<file path="src/rtl/cir_pkg.sv">
package cir_pkg;

    typedef enum logic [1:0] {
        CH_BYPASS = 2'd0,
        CH_OPEN   = 2'd1,
        CH_HELD   = 2'd2
    } ch_state_e;

    // Non-zero-rate mask is legal when it is empty or a run of ones
    // reaching the top bit of an n-bit field.
    function automatic logic mask_is_top_run(input logic [31:0] m, input int n);
        logic [32:0] inv;
        logic [32:0] lim;
        lim = (33'd1 << n) - 33'd1;
        inv = {1'b0, ~m} & lim;
        return ((inv & (inv + 33'd1)) & lim) == 33'd0;
    endfunction

endpackage

</file>
<file path="src/rtl/cir_rate_regs.sv">
module cir_rate_regs
    import cir_pkg::*;
#(
    parameter int NUM_CH = 8,
    parameter int RATE_W = 16,
    localparam int AW    = $clog2(NUM_CH)
) (
    input  logic                           clk,
    input  logic                           rst_n,
    input  logic                           wr_en,
    input  logic [AW-1:0]                  wr_addr,
    input  logic [RATE_W-1:0]              wr_data,
    output logic [NUM_CH-1:0][RATE_W-1:0]  rate,
    output logic [NUM_CH-1:0]              clr,
    output logic                           cfg_err
);

    logic [NUM_CH-1:0] live_mask;
    logic [NUM_CH-1:0] next_mask;

    generate
        for (genvar g = 0; g < NUM_CH; g++) begin : g_reg
            always_ff @(posedge clk or negedge rst_n) begin
                if (!rst_n)
                    rate[g] <= '0;
                else if (clr[g])
                    rate[g] <= wr_data;
            end

            assign clr[g]       = wr_en && (wr_addr == AW'(g));
            assign live_mask[g] = (rate[g] != '0);
            assign next_mask[g] = clr[g] ? (wr_data != '0) : live_mask[g];
        end
    endgenerate

    always_ff @(posedge clk or negedge rst_n) begin
        if (!rst_n)
            cfg_err <= 1'b0;
        else if (wr_en)
            cfg_err <= !mask_is_top_run(32'(next_mask), NUM_CH);
    end

    // the flag only moves on a write
    p_err_quiet_r7: assert property (@(posedge clk) disable iff (!rst_n)
        !wr_en |=> $stable(cfg_err));

    // at most one register is selected per write
    p_one_target_r10: assert property (@(posedge clk) disable iff (!rst_n)
        $onehot0(clr));

endmodule

</file>
<file path="src/rtl/cir_credit_chan.sv">
module cir_credit_chan
    import cir_pkg::*;
#(
    parameter int RATE_W     = 16,
    parameter int SCALE      = 32768,
    parameter int CEIL_WORDS = 4,
    localparam int CW = $clog2(CEIL_WORDS * SCALE + 2 * SCALE + (2 ** RATE_W)) + 2
) (
    input  logic              clk,
    input  logic              rst_n,
    input  logic              clr,
    input  logic [RATE_W-1:0] rate,
    input  logic              cfg_err,
    input  logic              xfer,
    output logic              held
);

    localparam logic signed [CW-1:0] CEIL_C  = CW'(CEIL_WORDS * SCALE);
    localparam logic signed [CW-1:0] COST_C  = CW'(SCALE);
    localparam logic signed [CW-1:0] FLOOR_C = -COST_C;

    ch_state_e              state_q, state_d;
    logic signed [CW-1:0]   credit_q, credit_d;
    logic signed [CW-1:0]   rate_ext;
    logic signed [CW-1:0]   sum;
    logic                   bypass;

    assign rate_ext = {{(CW-RATE_W){1'b0}}, rate};
    assign bypass   = (rate == '0) || cfg_err;
    assign sum      = credit_q + rate_ext - (xfer ? COST_C : '0);

    // next-state and credit
    always_comb begin
        state_d  = state_q;
        credit_d = credit_q;
        if (clr) begin
            state_d  = CH_OPEN;
            credit_d = '0;
        end else if (bypass) begin
            state_d  = CH_BYPASS;
            credit_d = '0;
        end else begin
            if (sum > CEIL_C)
                credit_d = CEIL_C;
            else if (sum < FLOOR_C)
                credit_d = FLOOR_C;
            else
                credit_d = sum;
            unique case (state_q)
                CH_BYPASS: state_d = (credit_d < 0) ? CH_HELD : CH_OPEN;
                CH_OPEN:   state_d = (credit_d < 0) ? CH_HELD : CH_OPEN;
                CH_HELD:   state_d = (credit_d < 0) ? CH_HELD : CH_OPEN;
                default:   state_d = CH_BYPASS;
            endcase
        end
    end

    // state register
    always_ff @(posedge clk or negedge rst_n) begin
        if (!rst_n) begin
            state_q  <= CH_BYPASS;
            credit_q <= '0;
        end else begin
            state_q  <= state_d;
            credit_q <= credit_d;
        end
    end

    // outputs
    always_comb begin
        unique case (state_q)
            CH_HELD: held = 1'b1;
            default: held = 1'b0;
        endcase
    end

    p_ceiling_r5: assert property (@(posedge clk) disable iff (!rst_n)
        credit_q <= CEIL_C);

    p_clear_r6: assert property (@(posedge clk) disable iff (!rst_n)
        clr |=> (credit_q == 0) && (state_q == CH_OPEN));

    // unlimited channels drop to bypass with no credit
    p_bypass_r8: assert property (@(posedge clk) disable iff (!rst_n)
        (!clr && bypass) |=> (state_q == CH_BYPASS) && (credit_q == 0));

    p_held_sign_r4: assert property (@(posedge clk) disable iff (!rst_n)
        (state_q == CH_HELD) |-> (credit_q < 0));

endmodule

</file>
<file path="src/rtl/cir_tx_gate.sv">
module cir_tx_gate
    import cir_pkg::*;
#(
    parameter int NUM_CH     = 8,
    parameter int RATE_W     = 16,
    parameter int SCALE      = 32768,
    parameter int CEIL_WORDS = 4,
    localparam int AW        = $clog2(NUM_CH)
) (
    input  logic              clk,
    input  logic              rst_n,
    input  logic              wr_en,
    input  logic [AW-1:0]     wr_addr,
    input  logic [RATE_W-1:0] wr_data,
    input  logic [NUM_CH-1:0] req,
    input  logic [NUM_CH-1:0] xfer,
    output logic [NUM_CH-1:0] eligible,
    output logic              cfg_err
);

    logic [NUM_CH-1:0][RATE_W-1:0] rate;
    logic [NUM_CH-1:0]             clr;
    logic [NUM_CH-1:0]             held;

    cir_rate_regs #(
        .NUM_CH (NUM_CH),
        .RATE_W (RATE_W)
    ) i_regs (
        .clk     (clk),
        .rst_n   (rst_n),
        .wr_en   (wr_en),
        .wr_addr (wr_addr),
        .wr_data (wr_data),
        .rate    (rate),
        .clr     (clr),
        .cfg_err (cfg_err)
    );

    generate
        for (genvar g = 0; g < NUM_CH; g++) begin : g_ch
            cir_credit_chan #(
                .RATE_W     (RATE_W),
                .SCALE      (SCALE),
                .CEIL_WORDS (CEIL_WORDS)
            ) i_chan (
                .clk     (clk),
                .rst_n   (rst_n),
                .clr     (clr[g]),
                .rate    (rate[g]),
                .cfg_err (cfg_err),
                .xfer    (xfer[g]),
                .held    (held[g])
            );
        end
    endgenerate

    assign eligible = req & ~held;

    p_need_req_r3: assert property (@(posedge clk) disable iff (!rst_n)
        (eligible & ~req) == '0);

endmodule

</file>
<file path="config.mk">
export PLATFORM = sky130hd
export DESIGN_NAME = cir_tx_gate
export DESIGN_NICKNAME = d
export VERILOG_FILES = /design/src/rtl/cir_pkg.sv /design/src/rtl/cir_rate_regs.sv /design/src/rtl/cir_credit_chan.sv /design/src/rtl/cir_tx_gate.sv
export SDC_FILE = /design/constraint.sdc
export NUM_CORES = 1
export LEC_CHECK = 0
export ABC_AREA = 1
export CAP_MARGIN = 25
export CELL_PAD_IN_SITES_DETAIL_PLACEMENT = 0
export CELL_PAD_IN_SITES_GLOBAL_PLACEMENT = 2
export CORE_UTILIZATION = 33
export DETAILED_ROUTE_END_ITERATION = 16
export GPL_ROUTABILITY_DRIVEN = 0
export HOLD_SLACK_MARGIN = 0.06
export MAX_ROUTING_LAYER = met4
export PLACE_DENSITY = 0.79
export SETUP_SLACK_MARGIN = 0.5
export SKIP_CTS_REPAIR_TIMING = 1
export SYNTH_ARGS = -nofsm -noshare
export SYNTH_HDL_FRONTEND = slang
export SYNTH_SLANG_ARGS = --single-unit
export TNS_END_PERCENT = 1
</file>
<file path="constraint.sdc">
create_clock -name clk -period 3.65 [get_ports clk]
set_clock_uncertainty 0.15 [all_clocks]
set_input_delay 0.73 -clock clk [delete_from_list [all_inputs] [get_ports clk]]
set_output_delay 0.73 -clock clk [all_outputs]
set_load 0.02 [all_outputs]
</file>
==> impl_summary.md <==
Power
Of the total power, combinational logic draws 71.7%. The share of total power dissipated in the clock network is 13.7%. The sum of internal, switching and leakage power is 31.49 mW. The power density over the cells is 1036 mW/mm2. The internal power of the cells totals 15.36 mW.

Net switching is 51.24% of the power. The analysis attributes to net switching a power of between 15 and 20 mW. The leakage power is about 16 nW. The maximum resistive drop on vdd is 0.0006457 V.

The sequential group share of total power is roughly 15%.

Final layout
The layout net count is ~4300. Counting the fill cells in the layout gives ~8400. The finished layout holds ~5100 standard cells, fillers aside. After routing the design area is approximately 0.030 mm2. The area growth from synthesis to layout is 17.98%. In the final layout, the share of cells above drive strength 1 is 12.31%.

The leading cell type in the layout, fill and taps excluded is nand2_1. The multi-input logic area is approximately 0.015 mm2. The library cells used most frequently in the layout, excluding fill and tap cells, are 1086 x nand2_1, 884 x inv_1, 307 x nor2_1, 305 x dfrtp_1, 232 x ha_1. Across the whole layout, storage elements account for 0.007632 mm2.

Yosys
The share of the Yosys chip area taken by registers is 29.63%. The number of flops mapped to enable cells by yosys is 0. After synthesis the netlist holds a flip-flop and latch count of 305.

The number of nets in the synthesized netlist is between 4000 and 5000. The number of warnings reported in the yosys synthesis log is 0. The average instance area after synthesis is 6.631 um2.

Synthesis handed over a netlist of 3885 instances. The mapped netlist covers around 0.026 mm2. The synthesized netlist contains 45 unique library cells. The dominant register cell in the synthesized netlist is dfrtp_1. The fraction of registers with async set/reset is 100.0%.

Placement
The worst slack at placement is -0.1815 ns. Buffers placed on the I/O ports in this run total 46. The placed standard-cell area is roughly 0.028 mm2.

The half-perimeter wire length after detailed placement is 58.78 mm. The placed cell count is 5010.

Timing
Dividing the final minimum period by the clock period gives 83.41%. For the finished layout, the period the worst path requires is a little over 3 ns. The worst setup margin is 0.6054 ns. Setup repair after global routing could not meet its margin everywhere.

The total count of hold-check failures in the final report came to 0. The slew at the pin closest to its max-slew limit is around 1.2 ns. The maximum clock rate is around 0.33 GHz.

The relative max-transition margin is 18.91%. The number of failing setup endpoints in the final timing report is 0. The worst hold margin is around 0.38 ns. The number of pins exceeding their max-slew limit in the final report is 0.

Floorplanning
The die covers 0.07918 mm2. The y dimension of the die is 281.4 um. The top-level port count is 47. The initialized floorplan defines ~100 standard-cell rows. The initial utilization of the core area, before any placement, comes to about a third. The die is between 200 and 300 um wide.

The region available for standard cell placement spans 0.07734 mm2.

Setup path
The required time reported for the critical path endpoint is about 4.0 ns. For this run, the slowest stage of the critical path takes between 0.5 and 0.6 ns. The class of the most critical setup path is input pin to register. The largest fanout on the critical path is 16.

The cell repeated most along the worst path is nand2_1. The slack of the worst reg-to-reg path is 0.67 ns. Counting both buffers and inverters, the worst setup path holds a total of 4.

At the worst endpoint, the arrival time is around 3.4 ns. The dominant delay contributor by cell family on the critical path is adder cells. The worst setup path is captured at a register. Traced cell by cell, the critical path runs through clkdlybuf4s50_1 -> fa_1 -> inv_1 -> ha_4 -> nand2_1 -> inv_1 -> nand2_1 -> nor3_1 -> nand2_1 -> nand2_1 -> xor2_2 -> nor2_1 -> nand3_1 -> nand2_1 -> nand2_2 -> buf_12 -> nor2_1.

The cell with the largest stage delay on the worst path is fa_1. The kind of launch point of the worst setup path is an input pin.

Clock network
The number of sinks handled by clock tree synthesis is around 310. TritonCTS built the clock tree. The depth of the CTS H-tree is 2.

The tree is rooted in a clkbuf_16. After clock tree synthesis, the clock-pin slew on the worst setup and hold paths is about 0.06 ns. The deepest clock path buffer count is 3. The number of clock buffers added by TritonCTS is 41. The insertion delay of the later-clocked pin in the worst-skew pair is 0.57 ns.

Job
The tool flagged a number of max-cap violations equal to 0.

Run status
The flow ran to the end, and the final reports show no timing, DRC or antenna violations.

Global route
The overall routing resource usage is 19.67%. The total overflow left after global routing is 0. The via count of the first global-routing pass is around 22000.

The first-pass GRT wire length is between 100 and 150 mm. The number of antenna violations at the first check in global routing was 4. The largest net degree at the start of global routing is 80.

Routing
The detailed-route DRC error count is 0. The number of iterations in the first detailed-routing pass is 7. The count of nets left with antenna violations once routing finished came out at 0. The detailed router finished its first iteration with about 1400 violations. The number of vias per cell after detailed routing is 4.493.

After detailed routing, the total wire length is between 70 and 80 mm. The wire length per cell after detailed routing is approximately 15 um. The total vias in the final route is about 23000.

Min path
The worst hold path belongs to the class register to register.
## worst paths after layout
check,startpoint,endpoint,depth (start not counted)
max,xfer[1],g_ch[1].i_chan.credit_q[4],17
min in group asynchronous,rst_n,g_ch[1].i_chan.credit_q[17],2
max in group asynchronous,rst_n,g_ch[0].i_chan.credit_q[5],3
min,i_regs.rate[48],i_regs.rate[48],2
max reg2reg,i_regs.rate[71],g_ch[4].i_chan.credit_q[2],18
min reg2reg,i_regs.rate[48],i_regs.rate[48],2
## flip-flops by register name, indices dropped and copies added (netlist names)
name and cells:
i_regs.rate 128, i_regs.cfg_err 1, g_ch.i_chan.credit_q 160, g_ch.i_chan.state_q 16
## per-layer routing
| layer | track usage [%] | wire length [um] | up-vias |
|---|---|---|---|
| li1 | - | - | 12190 |
| met1 | 26.77 | 37270 | 10360 |
| met2 | 30.43 | 33200 | 253 |
| met3 | 2.395 | 2274 | 97 |
| met4 | 5.839 | 2154 | 0 |
| met5 | - | 0 | - |
## area by class of cell
class / instances / area share, %
Antenna cell: 4 / 0.03294
Clock buffer: 56 / 3.858
Clock inverter: 17 / 0.8810
Inverter: 895 / 11.05
Multi-Input combinational cell: 2633 / 50.05
Sequential cell: 305 / 25.11
Tap cell: 1040 / 4.282
Timing Repair Buffer: 147 / 4.726
## cell usage after synthesis, types with 15 or more instances
master,instances,area (um2)
ha_1,264,3303
nor2_4,33,371.6
dfrtp_1,305,7632
o21bai_1,24,180.2
nand4_1,57,356.6
nor2_1,348,1306
a21oi_1,121,605.6
nor2_2,62,387.9
nor3_1,19,95.09
nand2_1,1109,4163
xor2_1,15,131.4
xnor2_1,19,166.4
nor4_1,32,200.2
nand3b_1,45,337.8
clkbuf_1,36,135.1
inv_1,885,3322
nand3_1,188,940.9
o21ai_0,159,795.8
nand2_2,46,287.8
## power by group through the flow
stage	logic, mW	clock network [mW]	registers [mW]
after CTS	21.4	4.44	4.64
after detailed placement	21.3	0	4.69
after floorplan	15.4	0	4.58
after global routing	25.7	4.58	4.72
after global placement	21.3	0	4.68
final	22.6	4.30	4.63
## kinds of logic (layout without fill, tap and decap cells)
family / Yosys count / count (layout) / share of synthesized area, %
AOI/OAI and AO/OA: 341 / 341 / 7.232
and+or+nand+nor: 1980 / 1986 / 34.20
other: 0 / 4 / 0
xor gates and xnor gates: 34 / 34 / 1.156
adders and majority gates: 272 / 272 / 13.44
buffers and inverters: 953 / 1115 / 14.33
DFF: 305 / 305 / 29.63
## metrics by stage
stage          setup TNS [ns]  utilization (%)
2_1_floorplan               0                -
3_3_place_gp           -9.952            36.39
3_5_place_dp           -11.58            36.39
4_1_cts                     0            38.25
5_1_grt                     0            39.30
6_report                    0            39.30
## tightest hold or removal path: cells and delay by family, from the launching register on
kind             cells  cell delay (ns)
AO/OA/AOI/OAI        1             0.06
flip-flops           1             0.38
AND/OR/NAND/NOR      1             0.06
No activity file was read; power rests on OpenSTA's default activity.
